--- config.mk ---
export PLATFORM = sky130hd
export DESIGN_NAME = pll_cfg_window
export DESIGN_NICKNAME = d
export VERILOG_FILES = /design/src/rtl/pllw_pkg.sv /design/src/rtl/pllw_decode.sv /design/src/rtl/pllw_ctrl.sv /design/src/rtl/pllw_bank.sv /design/src/rtl/pll_cfg_window.sv
export SDC_FILE = /design/constraint.sdc
export NUM_CORES = 1
export LEC_CHECK = 0
export BUFFER_PORTS_ARGS = -buffer_cell sky130_fd_sc_hd__buf_2
export CAP_MARGIN = 25
export CORE_MARGIN = 8
export CORE_UTILIZATION = 49
export CTS_CLUSTER_DIAMETER = 100
export DETAILED_ROUTE_END_ITERATION = 12
export PLACE_DENSITY_LB_ADDON = 0.12
export SLEW_MARGIN = 20
export SYNTH_ARGS = -nofsm -noshare
export SYNTH_HDL_FRONTEND = slang
export SYNTH_SLANG_ARGS = --single-unit
--- constraint.sdc ---
create_clock -name clk -period 4.9 [get_ports clk]
set_input_delay 1.225 -clock clk [delete_from_list [all_inputs] [get_ports clk]]
set_output_delay 1.225 -clock clk [all_outputs]
set_load 0.005 [all_outputs]
--- src/rtl/pllw_pkg.sv ---
package pllw_pkg;
    localparam int IDX_W  = 6;
    localparam int DATA_W = 8;
    localparam int NREG   = 4;
    localparam int POST_W = 2;

    typedef enum logic [1:0] {
        ST_LOCKED    = 2'd0,
        ST_ARMED     = 2'd1,
        ST_COMMITTED = 2'd2
    } wen_state_e;

    localparam logic [IDX_W-1:0] SEL_REF   = 6'h02;
    localparam logic [IDX_W-1:0] SEL_MFB   = 6'h04;
    localparam logic [IDX_W-1:0] SEL_VFB   = 6'h05;
    localparam logic [IDX_W-1:0] SEL_VPOST = 6'h06;

    // slot order: 0 ref, 1 memory fb, 2 post code, 3 video fb
    localparam logic [NREG-1:0][IDX_W-1:0] SEL_TAB = {SEL_VFB, SEL_VPOST, SEL_MFB, SEL_REF};
endpackage

--- src/rtl/pllw_decode.sv ---
module pllw_decode
    import pllw_pkg::*;
(
    input  logic [IDX_W-1:0] idx,
    output logic [NREG-1:0]  hit
);
    for (genvar i = 0; i < NREG; i++) begin : g_cmp
        assign hit[i] = (idx == SEL_TAB[i]);
    end
endmodule

--- src/rtl/pllw_ctrl.sv ---
module pllw_ctrl
    import pllw_pkg::*;
(
    input  logic              clk,
    input  logic              rst_n,
    input  logic              wr_en,
    input  logic              lane1_stb,
    input  logic              lane2_stb,
    input  logic [7:1]        lane1_data,
    output logic [IDX_W-1:0]  idx_q,
    output logic [IDX_W-1:0]  eff_idx,
    output logic              we_q,
    output logic              commit,
    output wen_state_e        state_q
);
    wen_state_e state_d;
    logic       lane1_hit;
    logic       eff_we;

    assign lane1_hit = wr_en & lane1_stb;

    // state register
    always_ff @(posedge clk) begin
        if (!rst_n) begin
            state_q <= ST_LOCKED;
            idx_q   <= '0;
        end else begin
            state_q <= state_d;
            if (lane1_hit) idx_q <= lane1_data[7:2];
        end
    end

    // next state
    always_comb begin
        state_d = state_q;
        unique case (state_q)
            ST_LOCKED: begin
                if (lane1_hit && lane1_data[1])
                    state_d = (wr_en && lane2_stb) ? ST_COMMITTED : ST_ARMED;
            end
            ST_ARMED, ST_COMMITTED: begin
                if (lane1_hit && !lane1_data[1])
                    state_d = ST_LOCKED;
                else if (wr_en && lane2_stb)
                    state_d = ST_COMMITTED;
                else if (lane1_hit)
                    state_d = ST_ARMED;
            end
            default: state_d = ST_LOCKED;
        endcase
    end

    // outputs
    always_comb begin
        we_q    = (state_q != ST_LOCKED);
        eff_we  = lane1_hit ? lane1_data[1] : we_q;
        eff_idx = lane1_hit ? lane1_data[7:2] : idx_q;
        commit  = wr_en & lane2_stb & eff_we;
    end
endmodule

--- src/rtl/pllw_bank.sv ---
module pllw_bank
    import pllw_pkg::*;
#(
    parameter logic [NREG-1:0][DATA_W-1:0] RST_VALS = '0,
    parameter logic [NREG-1:0][DATA_W-1:0] MASKS    = '1
) (
    input  logic                        clk,
    input  logic                        rst_n,
    input  logic                        commit,
    input  logic [NREG-1:0]             wr_hit,
    input  logic [DATA_W-1:0]           wr_byte,
    input  logic [NREG-1:0]             rd_hit,
    output logic [NREG-1:0][DATA_W-1:0] slot_q,
    output logic [DATA_W-1:0]           rd_byte
);
    for (genvar i = 0; i < NREG; i++) begin : g_slot
        always_ff @(posedge clk) begin
            if (!rst_n)
                slot_q[i] <= RST_VALS[i] & MASKS[i];
            else if (commit && wr_hit[i])
                slot_q[i] <= wr_byte & MASKS[i];
        end
    end

    always_comb begin
        rd_byte = '0;
        for (int i = 0; i < NREG; i++)
            if (rd_hit[i]) rd_byte = rd_byte | slot_q[i];
    end
endmodule

--- src/rtl/pll_cfg_window.sv ---
module pll_cfg_window
    import pllw_pkg::*;
#(
    parameter logic [7:0] REF_RST   = 8'd36,
    parameter logic [7:0] MFB_RST   = 8'd120,
    parameter logic [7:0] VPOST_RST = 8'd2,
    parameter logic [7:0] VFB_RST   = 8'd96
) (
    input  logic        clk,
    input  logic        rst_n,
    input  logic        wr_en,
    input  logic [3:0]  wr_strb,
    input  logic [31:0] wdata,
    output logic [31:0] rdata,
    output logic [7:0]  ref_div,
    output logic [7:0]  mclk_fb_div,
    output logic [1:0]  vclk_post_code,
    output logic [3:0]  vclk_post_ratio,
    output logic [7:0]  vclk_fb_div
);
    localparam int RATIO_W = 1 << POST_W;
    localparam logic [NREG-1:0][DATA_W-1:0] RST_VALS = {VFB_RST, VPOST_RST, MFB_RST, REF_RST};
    localparam logic [NREG-1:0][DATA_W-1:0] MASKS =
        {8'hFF, 8'((1 << POST_W) - 1), 8'hFF, 8'hFF};

    logic [IDX_W-1:0]             idx_q;
    logic [IDX_W-1:0]             eff_idx;
    logic                         we_q;
    logic                         commit;
    wen_state_e                   ctl_state;
    logic [NREG-1:0]              wr_hit;
    logic [NREG-1:0]              rd_hit;
    logic [NREG-1:0][DATA_W-1:0]  slot_q;
    logic [DATA_W-1:0]            rd_byte;
    logic                         unused_lanes;

    assign unused_lanes = ^{wdata[31:24], wdata[8:0], wr_strb[3], wr_strb[0], slot_q[2][7:2]};

    pllw_ctrl u_ctrl (
        .clk        (clk),
        .rst_n      (rst_n),
        .wr_en      (wr_en),
        .lane1_stb  (wr_strb[1]),
        .lane2_stb  (wr_strb[2]),
        .lane1_data (wdata[15:9]),
        .idx_q      (idx_q),
        .eff_idx    (eff_idx),
        .we_q       (we_q),
        .commit     (commit),
        .state_q    (ctl_state)
    );

    pllw_decode u_wdec (.idx(eff_idx), .hit(wr_hit));
    pllw_decode u_rdec (.idx(idx_q),   .hit(rd_hit));

    pllw_bank #(.RST_VALS(RST_VALS), .MASKS(MASKS)) u_bank (
        .clk     (clk),
        .rst_n   (rst_n),
        .commit  (commit),
        .wr_hit  (wr_hit),
        .wr_byte (wdata[23:16]),
        .rd_hit  (rd_hit),
        .slot_q  (slot_q),
        .rd_byte (rd_byte)
    );

    assign rdata           = {8'h00, rd_byte, idx_q, we_q, 1'b0, 8'h00};
    assign ref_div         = slot_q[0];
    assign mclk_fb_div     = slot_q[1];
    assign vclk_post_code  = slot_q[2][POST_W-1:0];
    assign vclk_post_ratio = RATIO_W'(1) << slot_q[2][POST_W-1:0];
    assign vclk_fb_div     = slot_q[3];
endmodule

==> results.sh <==
export IMPL_post_cts_hold_buffer_count=0
export IMPL_via_count_of_the_first_global_routing_pass=1732
export IMPL_totalNegativeSetupSlack_ns=0
export IMPL_final_instance_count_excl_fill=331
export IMPL_rows=23
export IMPL_remaining_drc_errors=0
export IMPL_final_net_count=322
export IMPL_synth_cells=223
export IMPL_max_cap_viol_count=0
export IMPL_dp_cells=324
export IMPL_synth_area_per_inst_sq_um=8.95
export IMPL_min_path_type="reg2reg"
export IMPL_initial_antenna_violation_count=0
export IMPL_tritoncts_num_buffers=5
export IMPL_yosys_cell_types_count=45
export IMPL_fraction_of_layout_instances_using_a_drive_strength_above_1=0.285
export IMPL_layout_cells_most_common="sky130_fd_sc_hd__buf_2"
export IMPL_drtAntennaViolNets=0
export IMPL_totalWireLength_mm=5.15
export IMPL_multiplexer_fraction_of_the_synthesized_cell_area=0.144
export IMPL_routed_wire_length_per_instance_um=15.6
export IMPL_preCtsSetupSlack_ns=1.64
export IMPL_floorplan_initialDensity=0.503
export IMPL_cts_root_to_sink_buffers=2
export IMPL_cts_tree="built"
export IMPL_seq_area_frac_synth=0.341
export IMPL_fmax_mhz=275
export IMPL_worst_path_max_fanout=6
export IMPL_detail_route_vias_per_cell=5.38
export IMPL_worst_hold_slack_ns=0.477
export IMPL_insertion_delay_ns=0.28
export IMPL_worstPathRequired_ns=3.67
export IMPL_layout_cells_most_common_list="64 x sky130_fd_sc_hd__buf_2, 36 x sky130_fd_sc_hd__nand2_1, 34 x sky130_fd_sc_hd__dfxtp_1"
export IMPL_critical_path_startpoint_type="register"
export IMPL_met2_usage=0.260
export IMPL_final_util=0.584
export IMPL_placement_cell_area_sq_mm=0.00224
export IMPL_power_per_cell_area_mw_per_mm2=237
export IMPL_grt_start_max_net_pins=45
export IMPL_busiest_layer="met2"
export IMPL_ys_ff_latch=34
export IMPL_parity_gate_share_of_the_synthesized_area_counting_xor_and_xnor_cells=0
export IMPL_vias=1782
export IMPL_fin_crit_sh=0.741
export IMPL_tightest_pin_transition_ns=1.01
export IMPL_grt_ovfl_total=0
export IMPL_path_clk_slew_ns=0.07
export IMPL_initialDrtViolationCount=132
export IMPL_floorplan_die_area_sq_mm=0.00637
export IMPL_setup_violations=0
export IMPL_grt_util_met3=0.0552
export IMPL_maximum_clock_skew_at_final_layout_ns=0.00247
export IMPL_critical_path_arrival_ns=2.41
export IMPL_synthSimpleGateAreaFrac=0.215
export IMPL_unrepaired_setup_endpoints_after_global_routing="false"
export IMPL_portBuffers=64
export IMPL_grt_met1_usage=0.197
export IMPL_height_of_the_die_um=79.8
export IMPL_layout_cell_area_non_filler_sq_mm=0.00232
export IMPL_power_static_leakage_nw=1.18
export IMPL_status="completed"
export IMPL_insertedDiodeCount=0
export IMPL_syn_cell_area_sq_mm=0.00200
export IMPL_synth_compound_area_share=0.162
export IMPL_tightest_slew_margin_relative_to_the_limit=0.327
export IMPL_worst_slack_ns=1.27
export IMPL_core_area_sq_mm=0.00397
export IMPL_synth_fa_ha_area_frac=0.0125
export IMPL_cts_root_buffer="sky130_fd_sc_hd__clkbuf_8"
export IMPL_total_of_warnings_raised_by_yosys=0
export IMPL_gp_congestion=0.789
export IMPL_critPathCaptureType="primary output"
export IMPL_hold_violations=0
export IMPL_wire_length_of_the_first_global_routing_pass_mm=8.26
export IMPL_worstSetupPathType="reg2out"
export IMPL_post_layout_total_power_uw=551
export IMPL_finalCriticalPeriod_ns=3.63
export IMPL_cts_resized=0
export IMPL_die_wd_um=79.8
export IMPL_fillerInstances=374
export IMPL_detailed_place_hpwl_mm=3.78
export IMPL_synth_top_family_by_area="simple AND/OR/NAND/NOR gates"
export IMPL_cts_sinks=34
export IMPL_slew_viol_final=0
export IMPL_flow_area_growth_from_synthesis_pct=16.3
export IMPL_postCtsSetupBuffers=0
export IMPL_ios=101
export IMPL_ir_worst_vdd_mv=0.151
export IMPL_dr_pass1_iters=4
export IMPL_cts_htree_levels=2
export IMPL_gr_usage_all_layers=0.162
-- report_power, final --
group | switching (mW) | internal (mW)
sequential | 0.00506 | 0.280
combinational | 0.0433 | 0.0294
clock | 0.0957 | 0.0977
total | 0.144 | 0.407
-- worst max-delay path, stage by stage, from the launching register on --
cell and delay [ns]:
sky130_fd_sc_hd__dfxtp_1 0.37, sky130_fd_sc_hd__nor4_1 0.41, sky130_fd_sc_hd__nor3b_1 0.87, sky130_fd_sc_hd__a222oi_1 0.28, sky130_fd_sc_hd__inv_1 0.09, sky130_fd_sc_hd__buf_2 0.11
-- Yosys cell counts (all sizes together) --
| library cell | count | area, sq um |
|---|---|---|
| nor4 | 2 | 27.5 |
| nor3b | 1 | 7.51 |
| a222oi | 7 | 70.1 |
| o41ai | 2 | 17.5 |
| and3 | 3 | 20.0 |
| a221oi | 1 | 15.0 |
| inv | 14 | 52.6 |
| o21ba | 1 | 10.0 |
| o221ai | 2 | 17.5 |
| o211ai | 4 | 30.0 |
| mux2i | 26 | 273 |
| nand3 | 3 | 20.0 |
| nand2b | 2 | 12.5 |
| a21bo | 1 | 10.0 |
| nand4b | 1 | 8.76 |
| or4 | 1 | 7.51 |
| nor2 | 3 | 11.3 |
| a211oi | 1 | 7.51 |
| o21ai | 4 | 20.0 |
| a22oi | 4 | 30.0 |
| o21a | 1 | 7.51 |
| a221o | 1 | 10.0 |
| ha | 2 | 25.0 |
| dfxtp | 34 | 681 |
| nand4bb | 3 | 33.8 |
| and2 | 4 | 26.3 |
| a211o | 2 | 17.5 |
| nand4 | 6 | 43.8 |
| clkbuf | 6 | 22.5 |
| o21bai | 1 | 7.51 |
| nand2 | 37 | 141 |
| conb | 1 | 3.75 |
| a21boi | 7 | 52.6 |
| mux2 | 1 | 15.0 |
| buf | 23 | 171 |
| nor2b | 11 | 68.8 |
-- final cells by class --
cell class | instances | area, sq um | share of cell area
Multi-Input combinational cell | 162 | 1130 | 0.486
Sequential cell | 34 | 681 | 0.293
Timing Repair Buffer | 64 | 320 | 0.138
Clock buffer | 7 | 76.3 | 0.0329
Tap cell | 50 | 62.6 | 0.0270
Inverter | 14 | 52.6 | 0.0226
-- routing by layer --
| layer | vias to the layer above | wire, um |
|---|---|---|
| li1 | 877 | - |
| met1 | 818 | 2280 |
| met2 | 78 | 2310 |
| met3 | 9 | 465 |
| met4 | 0 | 91 |
| met5 | - | 0 |
-- kinds of logic after synthesis --
family	Yosys count
adders and majority gates	2
other	1
muxes	27
DFF	34
AOI/OAI and AO/OA	39
and+or+nand+nor	77
buffers and inverters	43
-- registers in the layout (all words and copies together) (netlist names) --
signal,count
u_ctrl.idx_q,6
u_bank.slot_q,26
u_ctrl.state_q,2
-- final timing paths --
| check | cells past startpoint | end | slack, ns | start |
|---|---|---|---|---|
| setup reg to reg | 4 | u_bank.slot_q[6] | 2.96 | u_ctrl.idx_q[1] |
| setup / recovery | 5 | rdata[18] | 1.27 | u_ctrl.idx_q[3] |
| hold / removal | 2 | u_bank.slot_q[15] | 0.48 | u_bank.slot_q[15] |
| hold reg to reg | 2 | u_bank.slot_q[15] | 0.48 | u_bank.slot_q[15] |
Power figures use the tool's default switching activity.
